<file path="config.mk">
export PLATFORM = sky130hd
export DESIGN_NAME = cdb_bank
export DESIGN_NICKNAME = d
export VERILOG_FILES = /design/src/rtl/cdb_pkg.sv /design/src/rtl/cdb_divider.sv /design/src/rtl/cdb_edge_out.sv /design/src/rtl/cdb_bank.sv
export SDC_FILE = /design/constraint.sdc
export NUM_CORES = 1
export LEC_CHECK = 0
export CAP_MARGIN = 0
export CORE_AREA = 4 4 72 57
export CTS_CLUSTER_SIZE = 16
export DETAILED_ROUTE_END_ITERATION = 8
export DIE_AREA = 0 0 76 61
export DONT_BUFFER_PORTS = 1
export PLACE_DENSITY = 0.67
export SLEW_MARGIN = 30
export SYNTH_ARGS = -nofsm -noshare
export SYNTH_HDL_FRONTEND = slang
export SYNTH_HIERARCHICAL = 1
export SYNTH_SLANG_ARGS = --single-unit
</file>
<file path="constraint.sdc">
create_clock -name clk_in -period 2.3 [get_ports clk_in]
set_input_delay 0.46 -clock clk_in [delete_from_list [all_inputs] [get_ports clk_in]]
set_output_delay 0.46 -clock clk_in [all_outputs]
set_load 0.02 [all_outputs]
</file>
<file path="src/rtl/cdb_pkg.sv">
package cdb_pkg;

    // Ratio select encodings
    typedef enum logic [1:0] {
        SEL_DIV10 = 2'b00,
        SEL_DIV2  = 2'b01,
        SEL_DIV4  = 2'b10,
        SEL_DIV5  = 2'b11
    } sel_code_e;

    // Divider sequencing states
    typedef enum logic [1:0] {
        DV_ALIGN = 2'b00,
        DV_RUN   = 2'b01,
        DV_LAST  = 2'b10
    } div_state_e;

    // Ratio in input cycles for a select code; bypass (active low) forces 1
    function automatic int ratio_for(input logic [1:0] sel, input logic byp_n);
        int r;
        if (!byp_n) begin
            r = 1;
        end else begin
            unique case (sel_code_e'(sel))
                SEL_DIV10: r = 10;
                SEL_DIV2:  r = 2;
                SEL_DIV4:  r = 4;
                SEL_DIV5:  r = 5;
                default:   r = 10;
            endcase
        end
        return r;
    endfunction

endpackage

</file>
<file path="src/rtl/cdb_divider.sv">
module cdb_divider
    import cdb_pkg::*;
#(
    parameter int CNT_W = 4
)
(
    input  logic             clk,
    input  logic             rst_n,
    input  logic             byp_n,
    input  logic [1:0]       sel,
    output logic             bnd,
    output logic             hi_rise,
    output logic             hi_fall,
    output logic [CNT_W-1:0] ratio_act
);

    localparam int HALF_W = CNT_W + 1;
    typedef logic [CNT_W-1:0] cnt_t;

    div_state_e st_q, st_d;
    cnt_t       cnt_q, cnt_d;
    cnt_t       ratio_q, ratio_d;
    cnt_t       ratio_req;

    assign ratio_req = CNT_W'(ratio_for(sel, byp_n));

    // Next-state and datapath for the period sequencer
    always_comb begin
        st_d    = st_q;
        cnt_d   = cnt_q;
        ratio_d = ratio_q;
        unique case (st_q)
            DV_ALIGN, DV_LAST: begin
                // align-to-start / wrap-to-run / wrap-to-last
                ratio_d = ratio_req;
                cnt_d   = '0;
                st_d    = (ratio_req == cnt_t'(1)) ? DV_LAST : DV_RUN;
            end
            DV_RUN: begin
                // count / approach-end
                cnt_d = cnt_q + 1'b1;
                st_d  = (cnt_d == ratio_q - 1'b1) ? DV_LAST : DV_RUN;
            end
            default: begin
                st_d  = DV_ALIGN;
                cnt_d = '0;
            end
        endcase
    end

    // State register
    always_ff @(posedge clk or negedge rst_n) begin
        if (!rst_n) begin
            st_q    <= DV_ALIGN;
            cnt_q   <= '0;
            ratio_q <= cnt_t'(1);
        end else begin
            st_q    <= st_d;
            cnt_q   <= cnt_d;
            ratio_q <= ratio_d;
        end
    end

    // Outputs: half-cycle level targets for the two edge domains
    always_comb begin
        bnd       = (st_q == DV_ALIGN) || (st_q == DV_LAST);
        hi_rise   = HALF_W'({cnt_d, 1'b0}) < HALF_W'({1'b0, ratio_d});
        hi_fall   = (st_q != DV_ALIGN) &&
                    (HALF_W'({cnt_q, 1'b1}) < HALF_W'({1'b0, ratio_q}));
        ratio_act = ratio_q;
    end

endmodule

</file>
<file path="src/rtl/cdb_edge_out.sv">
module cdb_edge_out (
    input  logic clk,
    input  logic rst_n,
    input  logic bnd,
    input  logic hi_rise,
    input  logic hi_fall,
    input  logic en,
    output logic clk_out,
    output logic en_act
);

    logic rise_q;
    logic fall_q;
    logic en_q;
    logic en_nxt;

    // Enable is only taken at a period boundary
    assign en_nxt = bnd ? en : en_q;

    // Rising-edge half: output becomes hi_rise & enable
    always_ff @(posedge clk or negedge rst_n) begin
        if (!rst_n) begin
            rise_q <= 1'b0;
            en_q   <= 1'b0;
        end else begin
            en_q   <= en_nxt;
            rise_q <= (hi_rise & en_nxt) ^ fall_q;
        end
    end

    // Falling-edge half: output becomes hi_fall & enable
    always_ff @(negedge clk or negedge rst_n) begin
        if (!rst_n) begin
            fall_q <= 1'b0;
        end else begin
            fall_q <= (hi_fall & en_q) ^ rise_q;
        end
    end

    assign clk_out = rise_q ^ fall_q;
    assign en_act  = en_q;

endmodule

</file>
<file path="src/rtl/cdb_bank.sv">
module cdb_bank #(
    parameter int B_OUTS = 2,
    parameter int CNT_W  = 4
)
(
    input  logic              clk_in,
    input  logic              por_n,
    input  logic              byp_n,
    input  logic [1:0]        sel_a,
    input  logic [1:0]        sel_b,
    input  logic              en_a,
    input  logic [B_OUTS-1:0] en_b,
    output logic              clk_a,
    output logic [B_OUTS-1:0] clk_b
);

    logic             bnd_a, bnd_b;
    logic             rise_a, rise_b;
    logic             fall_a, fall_b;
    logic [CNT_W-1:0] ratio_a, ratio_b;
    logic             en_act_a;
    logic [B_OUTS-1:0] en_act_b;

    cdb_divider #(.CNT_W(CNT_W)) u_div_a (
        .clk       (clk_in),
        .rst_n     (por_n),
        .byp_n     (byp_n),
        .sel       (sel_a),
        .bnd       (bnd_a),
        .hi_rise   (rise_a),
        .hi_fall   (fall_a),
        .ratio_act (ratio_a)
    );

    cdb_divider #(.CNT_W(CNT_W)) u_div_b (
        .clk       (clk_in),
        .rst_n     (por_n),
        .byp_n     (byp_n),
        .sel       (sel_b),
        .bnd       (bnd_b),
        .hi_rise   (rise_b),
        .hi_fall   (fall_b),
        .ratio_act (ratio_b)
    );

    cdb_edge_out u_out_a (
        .clk     (clk_in),
        .rst_n   (por_n),
        .bnd     (bnd_a),
        .hi_rise (rise_a),
        .hi_fall (fall_a),
        .en      (en_a),
        .clk_out (clk_a),
        .en_act  (en_act_a)
    );

    for (genvar gi = 0; gi < B_OUTS; gi++) begin : g_b_out
        cdb_edge_out u_out_b (
            .clk     (clk_in),
            .rst_n   (por_n),
            .bnd     (bnd_b),
            .hi_rise (rise_b),
            .hi_fall (fall_b),
            .en      (en_b[gi]),
            .clk_out (clk_b[gi]),
            .en_act  (en_act_b[gi])
        );
    end

endmodule

</file>
==> flow_summary.yaml <==
cts:
  cts_root_buffer: "clkbuf_8"
  htree_levels: 2
  insertion_delay_ps: 290
  cts_buffer_depth: 2
  clock-sinks: 29
  cts_buffers: 5
  clk_pin_slew_ps: 70
  cts_tree: "done"
sta:
  setup_violations: 6
  finalWorstSetupSlack_ps: -416
  finalHoldViolations: 0
  hold_slack_ps: 250
  drv_slew: 0
  fin_skew_ps: 10.2
  relSlewSlack_pct: 80.9
  tightest_slew_ps: 287
  rsz0062_at_grt: "true"
routing:
  viasPerCell: 5.10
  drc: 0
  wl_per_cell_um: 14.9
  drt_wl_total_mm: 3.49
  drtAntennaViolNets: 0
  firstDrtPassIters: 4
  drt_iter0_markers: 50
  num_vias: 1198
logic_synthesis:
  async_reset_ff_share_pct: 100
  synth-main-ff-cell: "dfrtp_1"
  synthDistinctLibCells: 33
  ys_seq_elements: 29
  synth_nets: 185
  yosys.area.top_type: "dfrtp_1"
  synth_edf_count: 0
  yosysSeqAreaShare_pct: 43.7
  synthCells: 161
  synthTopCellsByArea: "dfrtp_1, ha_1, xnor2_1"
  synth_top_cell_area_share_pct: 36.1
  yosysWarnings: 6
  postSynthAreaPerCell_sq_um: 10.3
  netlist_area_sq_um: 1670
critical_path:
  required_ps: 1290
  crit_fanout: 2
  crit_path_start_kind: "register"
  crit_type: "register to register"
  end_kind: "register"
  arrival_ps: 1710
  reg2reg_from: "u_div_b/cnt_q[1]$_DFF_PN0_"
  reg2reg_depth: 6
  r2r_slack_ps: -420
  r2r-end: "g_b_out[0].u_out_b/fall_q$_DFF_NN0_"
place:
  port_buffers: 0
  dp_slack_ps: -428
  post-dp-hpwl_mm: 2.43
  gp_congestion: 0.883
layout:
  nets: 218
  drive_gt1_share_pct: 26.7
  fill_cells: 275
  diodes: 0
  syn2layout_area_growth_pct: 27.9
floorplanning:
  core-area_sq_um: 3310
  die-area_sq_um: 4640
  initial_core_util_pct: 50.3
  die_y_um: 61
  core.rowCount: 18
  ioPinCount: 13
  fp.dieW_um: 76
global_route:
  track_usage_pct: 17.3
  grt_overflow: 0
  antenna_found_initial: 0
  grt_pass1_wl_mm: 6.04
  grt_pass1_vias: 1266
  grt_max_degree: 25
worst_hold_path:
  worstHoldStart: "byp_n"
  hold_path_class: "input pin to register"
  min_to: "u_div_b/st_q[1]$_DFF_PN0_"
  min_path_cells: 1
run:
  cap_violations: 0
power_and_ir_drop:
  p_leak_nw: 1.03
  ir_drop_v: 0.000828
  powerDensity_nw_per_um2: 1640
outcome:
  run_status: "complete, but fails checks"
  violations: "negative setup slack"
[critical path, stage by stage (launching register included)]
cell and delay (ps):
dfrtp_1 380, ha_1 280, o21ai_1 80, nand2b_1 110, a2111oi_4 330, nand2_1 110, xnor2_1 130
[synth_stat cells (3+ instances only)]
| cell | count |
|---|---|
| nand2_1 | 12 |
| nand2b_1 | 8 |
| o21ai_0 | 3 |
| mux2_4 | 3 |
| inv_1 | 19 |
| o21a_1 | 6 |
| xnor2_1 | 16 |
| ha_1 | 14 |
| nor2_1 | 12 |
| nor3_1 | 3 |
| dfrtn_1 | 3 |
| dfrtp_1 | 24 |
| nand2_2 | 3 |
| xor2_1 | 9 |
[final cells by class]
type                    count  area, sq um  area share (%)
multi-input cells         110          915            42.9
flip-flops and latches     29          728            34.2
repair buffers             28          228            10.7
inverters                  20         75.1            3.53
clock buffers               5         68.8            3.23
clock inverters             3         65.1            3.06
well taps                  40         50.0            2.35
[worst max-delay path by stage]
stage                                   start                                   to  cells past startpoint
4_1_cts            u_div_b/cnt_q[1]$_DFF_PN0_  g_b_out[1].u_out_b/fall_q$_DFF_NN0_                      6
5_1_grt            u_div_b/cnt_q[1]$_DFF_PN0_  g_b_out[0].u_out_b/fall_q$_DFF_NN0_                      6
6_report           u_div_b/cnt_q[1]$_DFF_PN0_  g_b_out[0].u_out_b/fall_q$_DFF_NN0_                      6
2_1_floorplan  u_div_b/ratio_act[2]$_DFF_PN0_  g_b_out[0].u_out_b/fall_q$_DFF_NN0_                      7
3_3_place_gp       u_div_b/cnt_q[1]$_DFF_PN0_  g_b_out[0].u_out_b/fall_q$_DFF_NN0_                      6
3_5_place_dp       u_div_b/cnt_q[1]$_DFF_PN0_  g_b_out[1].u_out_b/fall_q$_DFF_NN0_                      6
[sequential cells by signal, indices dropped and copies added, names as in the netlist]
register / cells
u_div_a/ratio_act: 4
u_div_a/cnt_q: 4
u_out_a/fall_q: 1
u_div_a/st_q: 2
u_div_b/ratio_act: 4
g_b_out.u_out_b/en_act: 2
g_b_out.u_out_b/rise_q: 2
u_out_a/en_act: 1
g_b_out.u_out_b/fall_q: 2
u_div_b/st_q: 2
u_div_b/cnt_q: 4
u_out_a/rise_q: 1
[routing by layer]
metal  routed length (um)  track usage, %  vias to the layer above
met4                   80            8.38                        0
met1                 1750            24.3                      560
li1                     -               -                      599
met3                  243            4.90                        8
met2                 1410            24.8                       31
met5                    0               0                        -
[through the flow]
stage / instances / setup TNS, ps / power (mW) / area (sq um) / utilization, %
6_report: 235 / -2190 / 3.50 / 2130 / 64.3
2_1_floorplan: 161 / -1300 / 2.15 / 1680 / -
3_3_place_gp: 221 / -1190 / 2.62 / 1890 / 57.0
3_5_place_dp: 221 / -1290 / 2.67 / 1890 / 57.0
4_1_cts: 233 / -2230 / 3.44 / 2080 / 63.0
5_1_grt: 235 / -2670 / 3.78 / 2130 / 64.3
[cell families after synthesis]
logic type | Yosys count | synth area share, %
AOI/OAI and AO/OA | 22 | 9.84
xor gates and xnor gates | 26 | 14.5
DFF | 29 | 43.7
muxes | 3 | 2.70
and+or+nand+nor | 45 | 13.5
buffers and inverters | 22 | 5.18
adders and majority gates | 14 | 10.5
[cells in the final DEF, fill, tap and decap left out, drive strengths merged, types with 3 or more instances in the layout]
cell type,synthesis,layout
dfrtp,24,24
inv,20,20
ha,14,14
xnor2,16,16
clkbuf,1,5
nor2,12,12
nand2b,8,8
o21a,6,6
buf,1,26
dfrtn,3,3
mux2,3,3
nand2,15,15
xor2,9,9
nor3,4,4
o21ai,5,5
[power by group]
part	switching (mW)	internal (mW)	total, mW
clock	0.210	0.430	0.641
combinational	0.981	1.00	1.98
sequential	0.136	0.744	0.880
total	1.33	2.18	3.50
[what timing repair did]
item                                    4_1_cts  5_1_grt
endpoints found under the setup margin        8        9
buffers inserted                              2        1
hold buffers                                  2        1
gates cloned                                  0        0
resized for setup                             2        4
pin swaps                                     3        3
endpoints found under the hold margin        24        1
(Power assumes the default switching activity.)
